[config.mk]
export PLATFORM = sky130hd
export DESIGN_NAME = idx_addr_adder
export DESIGN_NICKNAME = d
export VERILOG_FILES = /design/src/rtl/idx_addr_pkg.sv /design/src/rtl/idx_operand_mux.sv /design/src/rtl/idx_ones_twos_add.sv /design/src/rtl/idx_addr_adder.sv
export SDC_FILE = /design/constraint.sdc
export NUM_CORES = 1
export LEC_CHECK = 0
export BUFFER_PORTS_ARGS = -buffer_cell sky130_fd_sc_hd__buf_2
export CORE_MARGIN = 10
export CORE_UTILIZATION = 44
export DETAILED_ROUTE_END_ITERATION = 6
export PLACE_DENSITY = 0.69
export SLEW_MARGIN = 25
export SYNTH_ARGS = -nofsm -noshare
export SYNTH_HDL_FRONTEND = slang
export SYNTH_SLANG_ARGS = --single-unit
[constraint.sdc]
create_clock -name clk -period 5.2 [get_ports clk]
set_clock_uncertainty 0.15 [all_clocks]
set_input_delay 0.52 -clock clk [delete_from_list [all_inputs] [get_ports clk]]
set_output_delay 0.52 -clock clk [all_outputs]
set_load 0.01 [all_outputs]
[src/rtl/idx_addr_pkg.sv]
package idx_addr_pkg;
  localparam int unsigned IDX_W   = 18;
  localparam int unsigned ADDR_W  = 15;
  localparam int unsigned FIELD_W = 12;
  localparam int unsigned CORE_W  = ADDR_W - FIELD_W;

  typedef enum logic {
    SRC_FIELD = 1'b0,
    SRC_DEFER = 1'b1
  } opnd_src_e;

  typedef enum logic {
    ARITH_TWOS = 1'b0,
    ARITH_ONES = 1'b1
  } arith_e;
endpackage

[src/rtl/idx_operand_mux.sv]
module idx_operand_mux #(
  parameter int unsigned ADDR_W  = 15,
  parameter int unsigned FIELD_W = 12,
  localparam int unsigned CORE_W = ADDR_W - FIELD_W
) (
  input  logic                 clk,
  input  logic                 rst,
  input  logic [ADDR_W-1:0]    word_i,
  input  idx_addr_pkg::opnd_src_e src_i,
  input  logic [CORE_W-1:0]    core_i,
  input  logic                 extend_i,
  output logic [ADDR_W-1:0]    opnd_o
);
  import idx_addr_pkg::*;

  logic [CORE_W-1:0] bank_bits;

  // Bank bits: current core when relative, pointer bits when an extended
  // defer, zero for an absolute instruction field.
  always_comb begin
    if (!extend_i)                 bank_bits = core_i;
    else if (src_i == SRC_DEFER)   bank_bits = word_i[ADDR_W-1:FIELD_W];
    else                           bank_bits = '0;
  end

  assign opnd_o = {bank_bits, word_i[FIELD_W-1:0]};

  // Low field bits always pass through untouched.
  p_field_pass_r6: assert property (@(posedge clk) disable iff (rst)
    opnd_o[FIELD_W-1:0] == word_i[FIELD_W-1:0]);

  // Absolute instruction field has zero bank bits.
  p_abs_field_r7: assert property (@(posedge clk) disable iff (rst)
    (extend_i && src_i == SRC_FIELD) |-> opnd_o[ADDR_W-1:FIELD_W] == '0);
endmodule

[src/rtl/idx_ones_twos_add.sv]
module idx_ones_twos_add #(
  parameter int unsigned IDX_W  = 18,
  parameter int unsigned ADDR_W = 15
) (
  input  logic                clk,
  input  logic                rst,
  input  logic [IDX_W-1:0]    idx_i,
  input  logic [ADDR_W-1:0]   opnd_i,
  input  idx_addr_pkg::arith_e mode_i,
  output logic [IDX_W-1:0]    sum_o
);
  import idx_addr_pkg::*;

  localparam int unsigned PAD_W = IDX_W - ADDR_W;

  logic [IDX_W-1:0] opnd_ext;
  logic [IDX_W:0]   raw;
  logic [IDX_W-1:0] wrapped;

  assign opnd_ext = {{PAD_W{1'b0}}, opnd_i};
  assign raw      = {1'b0, idx_i} + {1'b0, opnd_ext};

  // End-around carry: the carry never overflows a second time, since the
  // low part is at most all-ones minus one when a carry occurs.
  assign wrapped  = raw[IDX_W-1:0] + {{(IDX_W-1){1'b0}}, raw[IDX_W]};

  always_comb begin
    if (mode_i == ARITH_TWOS)   sum_o = raw[IDX_W-1:0];
    else if (&wrapped)          sum_o = '0;
    else                        sum_o = wrapped;
  end

  // One's-complement result is never minus zero.
  p_no_negzero_r5: assert property (@(posedge clk) disable iff (rst)
    (mode_i == ARITH_ONES) |-> !(&sum_o));

  // One's-complement result lies within one of the plain modular sum, or is
  // the cleaned-up zero.
  p_ones_near_twos_r4: assert property (@(posedge clk) disable iff (rst)
    (mode_i == ARITH_ONES) |->
      (sum_o == IDX_W'(idx_i + opnd_ext) ||
       sum_o == IDX_W'(idx_i + opnd_ext + 1'b1) || sum_o == '0));
endmodule

[src/rtl/idx_addr_adder.sv]
module idx_addr_adder #(
  parameter int unsigned IDX_W   = 18,
  parameter int unsigned ADDR_W  = 15,
  parameter int unsigned FIELD_W = 12,
  localparam int unsigned CORE_W = ADDR_W - FIELD_W
) (
  input  logic               clk,
  input  logic               rst,
  input  logic               in_valid,
  input  logic [IDX_W-1:0]   index_reg,
  input  logic [ADDR_W-1:0]  addr_word,
  input  logic               src_defer,
  input  logic [CORE_W-1:0]  core,
  input  logic               extend,
  input  logic               ones_mode,
  output logic               out_valid,
  output logic [ADDR_W-1:0]  ea
);
  import idx_addr_pkg::*;

  logic [ADDR_W-1:0] opnd;
  logic [IDX_W-1:0]  sum;

  idx_operand_mux #(.ADDR_W(ADDR_W), .FIELD_W(FIELD_W)) u_mux (
    .clk      (clk),
    .rst      (rst),
    .word_i   (addr_word),
    .src_i    (opnd_src_e'(src_defer)),
    .core_i   (core),
    .extend_i (extend),
    .opnd_o   (opnd)
  );

  idx_ones_twos_add #(.IDX_W(IDX_W), .ADDR_W(ADDR_W)) u_add (
    .clk    (clk),
    .rst    (rst),
    .idx_i  (index_reg),
    .opnd_i (opnd),
    .mode_i (arith_e'(ones_mode)),
    .sum_o  (sum)
  );

  always_ff @(posedge clk) begin
    if (rst) begin
      out_valid <= 1'b0;
      ea        <= '0;
    end else begin
      out_valid <= in_valid;
      if (in_valid) ea <= sum[ADDR_W-1:0];
    end
  end

  p_valid_lat_r2: assert property (@(posedge clk) disable iff (rst)
    in_valid |=> out_valid);

  p_idle_hold_r2: assert property (@(posedge clk) disable iff (rst)
    !in_valid |=> (!out_valid && $stable(ea)));

  // Zero index with an absolute instruction field yields bank 0.
  p_abs_bank_r7: assert property (@(posedge clk) disable iff (rst)
    (in_valid && extend && !src_defer && index_reg == '0) |=>
      ea[ADDR_W-1:FIELD_W] == '0);

  // Zero index with a relative operand lands in the current bank.
  p_rel_bank_r8: assert property (@(posedge clk) disable iff (rst)
    (in_valid && !extend && index_reg == '0) |=>
      ea[ADDR_W-1:FIELD_W] == $past(core));
endmodule

==> flow_summary.json, run 1 <==
{
  "status": "completed",
  "final_cells": 392,
  "cts_buffers": 3,
  "via_per_inst": 5.57,
  "required_ps": 5180,
  "drt-initial-drc-count": 79,
  "ys_warn_count": 0,
  "io_buffer_count": 57,
  "cts_buffer_depth": 2,
  "path_clk_slew_ps": 60,
  "n_antenna_cell": 0,
  "ant_nets": 0,
  "cts.sinks": 16,
  "max_cap_viol_count": 0,
  "utilization_pct": 54.1,
  "top_layer": "met4",
  "start_util_pct": 45.8,
  "post-place-ws_ps": 99.8,
  "drc_errors": 0,
  "place_inst": 388,
  "area_delta_synth_final_pct": 18.1,
  "cp.arrival_ps": 4770,
  "fin_setup_tns_ps": 0,
  "yosysTopAreaCell": "dfxtp_1",
  "cts_hold_buf": 0,
  "leakagePower_nw": 1.11,
  "netlist_instances": 272,
  "routed_wl_mm": 5.69,
  "antenna_found_initial": 0,
  "hp-class": "register to register",
  "swShare_pct": 41.0,
  "seq_power_share_pct": 26.6,
  "routedWlPerCell_um": 14.5,
  "final_area_um2": 2590,
  "fp.dieArea_um2": 8210,
  "cp_max_fo": 11,
  "num-nets-final": 386,
  "grt_max_degree": 23,
  "postCtsResizedCells": 0,
  "rsz0062_at_grt": "no",
  "synth.yosys.seq_area_share_pct": 14.6,
  "cts_root_buffer": "clkbuf_8",
  "syn-num-nets": 332,
  "grt_pass1_wl_mm": 9.45,
  "clock_latency_ps": 250,
  "vias": 2182,
  "gp_congestion": 0.839,
  "slew_viol_final": 0,
  "die_y_um": 90.6,
  "synth_edf_count": 0,
  "wl_met1_mm": 2.77,
  "ir_drop_uv": 118,
  "drive_above_1_share_pct": 28.9,
  "fin_crit_sh_pct": 92.1,
  "fmaxAchievable_mhz": 209,
  "synthArstFlopShare_pct": 0,
  "synth_top_area_share_pct": 14.6,
  "core.rowCount": 25,
  "met3WireLength_um": 256,
  "io_pins": 58,
  "switchingPower_mw": 0.219,
  "dpl_cell_area_um2": 2530,
  "power.total_mw": 0.534,
  "fp.coreArea_um2": 4790,
  "synth_cell_types": 72,
  "tightestPinTransition_ps": 651,
  "overflow": 0,
  "whs_ps": 327,
  "synth_area_leaders": "dfxtp_1, ha_1, o21ai_0",
  "hold_viol": 0,
  "die_w_um": 90.6,
  "dp_hpwl_mm": 4.75,
  "grt_usage_pct": 13.2,
  "avgSynthCellArea_um2": 8.06,
  "setup_viol": 0,
  "power_density_nw_per_um2": 206,
  "start_kind": "input pin",
  "grt_pass1_vias": 2060,
  "first_pass_iters": 4,
  "synth-seq-cells": 16,
  "finalWorstSetupSlack_ps": 412,
  "power_frac_clock_pct": 20.7,
  "p_int_mw": 0.315,
  "crit_path_end_kind": "register",
  "crit_type": "input pin to register",
  "routed-wl-met2_mm": 2.57,
  "syn_area_um2": 2190,
  "power_frac_comb_pct": 52.8,
  "max_slew_margin_pct": 56.3,
  "cts_tree": "yes",
  "ys_dominant_reg_cell": "dfxtp_1",
  "period_minus_slack_ps": 4790,
  "htree_num_levels": 1,
  "cts_setup_buffers": 0
}
==> kinds of logic after synthesis <==
kind of cell,share of synthesized area [%]
compound gates,31.5
simple gates,30.1
fa+ha+maj,10.6
mux,1.43
xor+xnor,8.05
flops,14.6
buf+inv,3.77
==> registers in the layout, indices dropped and copies added, names as in the netlist <==
register and count:
ea 15, out_valid 1
==> layout by cell type (no fill, tap or decap), drive strengths merged, types with 3 or more instances in the layout <==
master   n
a211oi   4
a21boi   4
a21o     4
a21oi   19
a32oi    3
and2     5
and3     5
buf     58
clkbuf   4
dfxtp   16
ha      17
inv     11
nand2   18
nand2b   5
nand3   14
nand4    5
nor2    23
nor3     8
nor3b    3
nor4     7
nor4b    5
o211ai   5
o21a     4
o21ai   23
or2      3
or3      3
xnor2    8
xor2     7
==> Yosys cell counts, drive strengths merged (7+ instances only) <==
cell / number
a21oi: 19
ha: 17
nor2: 23
xnor2: 8
o21ai: 23
dfxtp: 16
nand3: 14
nor3: 8
clkbuf: 8
nand2: 18
xor2: 7
inv: 11
nor4: 7
==> routing by layer <==
layer / vias up / GRT usage, %
li1: 1152 / -
met1: 985 / 16.8
met2: 39 / 21.4
met3: 6 / 2.33
met4: 0 / 5.17
met5: - / 0
==> power by group through the flow <==
stage                     combinational [mW]  clock [mW]  sequential (mW)
final                                  0.281       0.110            0.142
after floorplan                        0.201           0            0.150
after global placement                 0.275           0            0.144
after CTS                              0.280       0.111            0.142
after detailed placement               0.279           0            0.144
after global routing                   0.312       0.118            0.143
==> path summary, 6_finish.rpt <==
kind / from / endpoint / slack [ps] / cells after the start
setup / recovery: index_reg[0] / ea[10] / 410 / 19
setup reg to reg: ea[7] / ea[7] / 4130 / 3
hold reg to reg: ea[8] / ea[8] / 330 / 2
hold / removal: ea[8] / ea[8] / 330 / 2
==> critical path, cell delays in order <==
cell and delay [ps]:
buf_2 80, ha_1 150, inv_1 50, fa_1 380
nand2b_1 200, a21bo_2 220, a21boi_1 270, o32a_1 250
a21oi_1 100, nor2_1 190, ha_1 280, nor4bb_1 340
mux2i_1 200, nor4_4 320, nand3_1 120, a211oi_1 290
nand4_2 340, nor3_4 330, o32ai_2 130
==> area by class of cell <==
cell class	instances	area, um^2
clock buffers	4	55.1
fillers	456	2200
inverters	11	41.3
repair buffers	58	293
flip-flops and latches	16	320
well taps	67	83.8
multi-input cells	236	1800
(Power assumes the default switching activity.)
==> run 2: changes to the inputs <==
--- a/config.mk
+++ b/config.mk
@@ -8,7 +8,9 @@
 export BUFFER_PORTS_ARGS = -buffer_cell sky130_fd_sc_hd__buf_2
 export CORE_MARGIN = 10
 export CORE_UTILIZATION = 44
+export CTS_BUF_LIST = sky130_fd_sc_hd__clkbuf_2
 export DETAILED_ROUTE_END_ITERATION = 6
+export GPL_TIMING_DRIVEN = 0
 export PLACE_DENSITY = 0.69
 export SLEW_MARGIN = 25
 export SYNTH_ARGS = -nofsm -noshare
==> flow_summary.json, run 2 (synthesis results as in run 1) <==
{
  "hp-class": "register to register",
  "cp.arrival_ps": 4840,
  "max_slew_margin_pct": 56.1,
  "antenna_found_initial": 0,
  "vias": 2223,
  "fin_setup_tns_ps": 0,
  "cts.sinks": 16,
  "mostFrequentLayoutCells": "buf_2, nor2_1, o21ai_0, nand2_1",
  "ir_drop_uv": 70.9,
  "dpl_cell_area_um2": 2560,
  "power_frac_clock_pct": 11.6,
  "required_ps": 5270,
  "clock_latency_ps": 290,
  "switchingPower_mw": 0.215,
  "cts_root_buffer": "clkbuf_2",
  "fmaxAchievable_mhz": 210,
  "start_util_pct": 45.8,
  "r2r-start": "ea[3]",
  "gp_congestion": 0.887,
  "leakagePower_nw": 1.10,
  "worst_r2r_endpoint": "ea[3]",
  "cts_buffer_depth": 2,
  "core.rowCount": 25,
  "drt-initial-drc-count": 122,
  "ant_nets": 0,
  "mostFrequentLayoutCell": "buf_2",
  "min_from": "ea[8]",
  "fp.coreArea_um2": 4790,
  "rr_worst_depth": 3,
  "seq_power_share_pct": 29.5,
  "routed_wl_mm": 5.81,
  "io_pins": 58,
  "crit_type": "input pin to register",
  "first_pass_iters": 4,
  "path_clk_slew_ps": 140,
  "largest_register_ffs": 15,
  "drive_above_1_share_pct": 28.5,
  "crit_path_end_kind": "register",
  "grt_usage_pct": 13.3,
  "routedWlPerCell_um": 14.5,
  "p_int_mw": 0.265,
  "status": "completed",
  "swShare_pct": 44.8,
  "io_buffer_count": 56,
  "grt_pass1_vias": 2185,
  "whs_ps": 337,
  "tightestPinTransition_ps": 657,
  "reg2reg_slack_ps": 4130,
  "fp.dieArea_um2": 8210,
  "final_area_um2": 2590,
  "num-nets-final": 394,
  "setup_viol": 0,
  "regMostFlops": "ea",
  "slew_viol_final": 0,
  "rsz0062_at_grt": "no",
  "grt_pass1_wl_mm": 9.68,
  "area_delta_synth_final_pct": 18.3,
  "cp_max_fo": 6,
  "drc_errors": 0,
  "via_per_inst": 5.56,
  "die_w_um": 90.6,
  "power_density_nw_per_um2": 185,
  "max_cap_viol_count": 0,
  "start_kind": "input pin",
  "grt_max_degree": 11,
  "die_y_um": 90.6,
  "n_antenna_cell": 0,
  "htree_num_levels": 1,
  "power_frac_comb_pct": 58.9,
  "overflow": 0,
  "reg_top3": "ea x15, out_valid x1",
  "cts_tree": "yes",
  "dp_hpwl_mm": 4.88,
  "fin_crit_sh_pct": 91.7,
  "whs_path_depth": 2,
  "hold_end": "ea[8]",
  "period_minus_slack_ps": 4770,
  "hold_viol": 0,
  "cts_buffers": 3
}
run 2: cell count changes in the layout (fill, tap and decap cells not counted), sizes merged:
| cell | before | now |
|---|---|---|
| clkbuf | 4 | 11 |
| clkinv | 0 | 1 |
run 2: worst max path at each step:
stage | slack (ps) | startpoint | to
floorplan | 800 | index_reg[0] | ea[14]
global placement | 170 | index_reg[0] | ea[14]
detailed placement | 60 | index_reg[0] | ea[14]
CTS | 330 | index_reg[0] | ea[14]
global route | 50 | index_reg[0] | ea[14]
finish | 430 | index_reg[0] | ea[14]
run 2: power by group through the flow:
stage	clock network, mW	logic, mW	registers [mW]
after detailed placement	0	0.280	0.144
final	0.0558	0.282	0.141
after CTS	0.0568	0.281	0.141
after floorplan	0	0.201	0.150
after global routing	0.0615	0.314	0.143
after global placement	0	0.275	0.144
run 2: area by class of cell:
cell class | count | area, um^2
repair buffers | 57 | 288
clock buffers | 3 | 15.0
clock inverters | 1 | 3.75
well taps | 67 | 83.8
multi-input cells | 236 | 1800
fillers | 487 | 2190
flip-flops and latches | 16 | 320
plain buffers | 9 | 41.3
inverters | 11 | 41.3
run 2: per-layer routing:
layer | GRT usage, % | share of wire, % | routed length (um) | vias to the layer above
met4 | 3.98 | 1.3 | 74 | 0
met1 | 16.3 | 47 | 2750 | 1013
met3 | 2.24 | 4.1 | 236 | 7
met5 | 0 | 0 | 0 | -
met2 | 22.8 | 47 | 2750 | 40
li1 | - | - | - | 1163
run 2: metrics by stage:
step	power [mW]	setup WS, ps	std cells	util [%]
global route	0.518	45.1	400	54.2
floorplan	0.352	803	272	-
global placement	0.419	172	395	53.4
finish	0.479	432	400	54.2
CTS	0.479	333	399	53.8
detailed placement	0.424	55.4	395	53.4
run 2: critical path: stages:
cell and delay [ps]:
buf_2 80, ha_1 160, inv_1 50, fa_1 380, nand2b_1 210, a21bo_2 240, a21boi_2 210, o32a_1 230
a21oi_1 120, nor2_1 200, ha_1 300, nor4bb_1 340, mux2i_1 220, nor4_4 400, nand3_2 200, nor3_2 310
nor4b_2 260, xor2_1 120, o32ai_1 260
run 2: repair_timing:
action / CTS / global route
setup endpoints to repair: 0 / 1
hold buffers: 0 / 0
gates resized for setup: 0 / 2
buffers inserted: 0 / 1
==> run 3: changes to the inputs <==
--- a/config.mk
+++ b/config.mk
@@ -7,11 +7,11 @@
 export LEC_CHECK = 0
 export BUFFER_PORTS_ARGS = -buffer_cell sky130_fd_sc_hd__buf_2
 export CORE_MARGIN = 10
-export CORE_UTILIZATION = 44
+export CORE_UTILIZATION = 48
 export CTS_BUF_LIST = sky130_fd_sc_hd__clkbuf_2
 export DETAILED_ROUTE_END_ITERATION = 6
 export GPL_TIMING_DRIVEN = 0
-export PLACE_DENSITY = 0.69
+export PLACE_DENSITY = 0.74
 export SLEW_MARGIN = 25
 export SYNTH_ARGS = -nofsm -noshare
 export SYNTH_HDL_FRONTEND = slang
==> flow_summary.json, run 3 (synthesis results as in run 1) <==
{
  "drt-initial-drc-count": 100,
  "vias": 2224,
  "cp_top_family": "simple AND/OR/NAND/NOR gates",
  "busiest_layer": "met2",
  "regMostFlops": "ea",
  "io_pins": 58,
  "max_slew_margin_pct": 60.7,
  "hp-class": "register to register",
  "hold_viol": 0,
  "period_minus_slack_ps": 4760,
  "crit_path_frequent_cell": "ha_1",
  "io_buffer_count": 56,
  "leakagePower_nw": 1.10,
  "reg2reg_slack_ps": 4140,
  "use_met3_pct": 1.58,
  "crit_path_max_incr_delay_ps": 390,
  "finalWorstSetupSlack_ps": 435,
  "die_w_um": 87.6,
  "required_ps": 5240,
  "die_y_um": 87.6,
  "max_cap_viol_count": 0,
  "cts_hold_buf": 0,
  "crit_path_end_kind": "register",
  "gp_congestion": 0.888,
  "tightestPinTransition_ps": 588,
  "path_clk_slew_ps": 130,
  "rr_worst_depth": 3,
  "status": "completed",
  "cts.sinks": 16,
  "crit_chain": "buf_2 > ha_1 > inv_1 > fa_1 > nand2b_1 > a21bo_2 > a21boi_2 > o32a_1 > a21oi_1 > nor2_1 > ha_1 > nor4bb_1 > mux2i_1 > nor4_4 > buf_4 > nand3_2 > nor3_2 > nor4b_1 > xor2_1 > o32ai_1",
  "p_int_mw": 0.263,
  "drc_errors": 0,
  "core.rowCount": 24,
  "seq_power_share_pct": 30.0,
  "n_antenna_cell": 0,
  "crit_path_end": "ea[14]",
  "r2r-start": "ea[7]",
  "power_frac_comb_pct": 59.4,
  "power_frac_clock_pct": 10.6,
  "num-nets-final": 394,
  "cp_num_cells": 20,
  "post-place-ws_ps": 116,
  "fp.dieArea_um2": 7670,
  "critPathSlowestCell": "fa_1",
  "gr-usage-met1_pct": 18.4,
  "fin_setup_tns_ps": 0,
  "switchingPower_mw": 0.208,
  "power_density_nw_per_um2": 184,
  "swShare_pct": 44.1,
  "area_delta_synth_final_pct": 17.0,
  "cts_buffers": 3,
  "grt_pass1_wl_mm": 9.53,
  "cts_tree": "yes",
  "antenna_found_initial": 0,
  "drive_above_1_share_pct": 28.3,
  "fp.coreArea_um2": 4380,
  "met2_usage_pct": 24.9,
  "grt_usage_pct": 14.3,
  "first_pass_iters": 5,
  "setup_viol": 0,
  "cp-startpoint": "index_reg[0]",
  "grt_pass1_vias": 2132,
  "cp.arrival_ps": 4810,
  "clock_latency_ps": 270,
  "start_util_pct": 50.0,
  "dp_hpwl_mm": 4.84,
  "cp_max_fo": 6,
  "cts_buffer_depth": 2,
  "fmaxAchievable_mhz": 210,
  "mostFrequentLayoutCell": "buf_2",
  "critPathBufInv": 3,
  "grt_max_degree": 11,
  "cts_root_buffer": "clkbuf_2",
  "mostFrequentLayoutCells": "buf_2, nor2_1, o21ai_0, nand2_1",
  "fin_crit_sh_pct": 91.6,
  "overflow": 0,
  "crit_type": "input pin to register",
  "ant_nets": 0,
  "largest_register_ffs": 15,
  "via_per_inst": 5.79,
  "rsz0062_at_grt": "no",
  "start_kind": "input pin",
  "ir_drop_uv": 63.6,
  "reg_top3": "ea x15, out_valid x1",
  "routed_wl_mm": 5.64,
  "routedWlPerCell_um": 14.7,
  "worst_r2r_endpoint": "ea[7]",
  "slew_viol_final": 0,
  "htree_num_levels": 1
}
-- run 3: cell count changes in the layout (fill, tap and decap cells not counted), sizes merged --
cell    previous run  this run
clkinv             1         0
-- run 3: per-stage QoR --
stage / cells / util [%] / power [mW] / hold WS [ps] / cell area (um^2)
after CTS: 383 / 58.2 / 0.473 / 338 / 2550
after global routing: 384 / 58.5 / 0.511 / 365 / 2560
after floorplan: 272 / - / 0.352 / 353 / 2190
after detailed placement: 380 / 57.9 / 0.423 / 306 / 2540
after global placement: 380 / 57.9 / 0.417 / 299 / 2540
final: 384 / 58.5 / 0.471 / 335 / 2560
-- run 3: worst min-delay path: stages, from the launching register on --
cell and delay, ps:
dfxtp_1 350, a32oi_1 70, o41ai_2 50
-- run 3: timing repair --
| action | in CTS | in global routing |
|---|---|---|
| endpoints found under the setup margin | 0 | 1 |
| gates resized for setup | 0 | 1 |
| setup buffers | 0 | 1 |
-- run 3: worst min path at each step --
stage            from  slack [ps]  cells past startpoint  endpoint
2_1_floorplan   ea[2]         350                      2     ea[2]
3_3_place_gp    ea[8]         300                      2     ea[8]
6_report       ea[11]         330                      2    ea[11]
4_1_cts        ea[11]         340                      2    ea[11]
5_1_grt        ea[12]         360                      2    ea[12]
3_5_place_dp   ea[11]         310                      2    ea[11]
-- run 3: per-layer routing --
layer  share of wire, %  vias up  routed length, um
met4               0.82        0                 46
met3                5.0        4                284
met2                 48       56               2730
met1                 46      999               2580
met5                  0        -                  0
li1                   -     1165                  -
-- run 3: layout make-up --
type / instances / area [um^2]
Sequential cell: 16 / 320
Inverter: 11 / 41.3
Clock buffer: 3 / 15.0
Tap cell: 52 / 65.1
Timing Repair Buffer: 57 / 288
Multi-Input combinational cell: 236 / 1790
Fill cell: 421 / 1820
Buffer: 9 / 41.3
-- run 3: power by group through the flow --
stage	clock network [mW]	logic (mW)	registers, mW
floorplan	0	0.201	0.150
global placement	0	0.274	0.144
detailed placement	0	0.278	0.144
CTS	0.0512	0.280	0.142
global route	0.0564	0.311	0.143
finish	0.0501	0.280	0.141
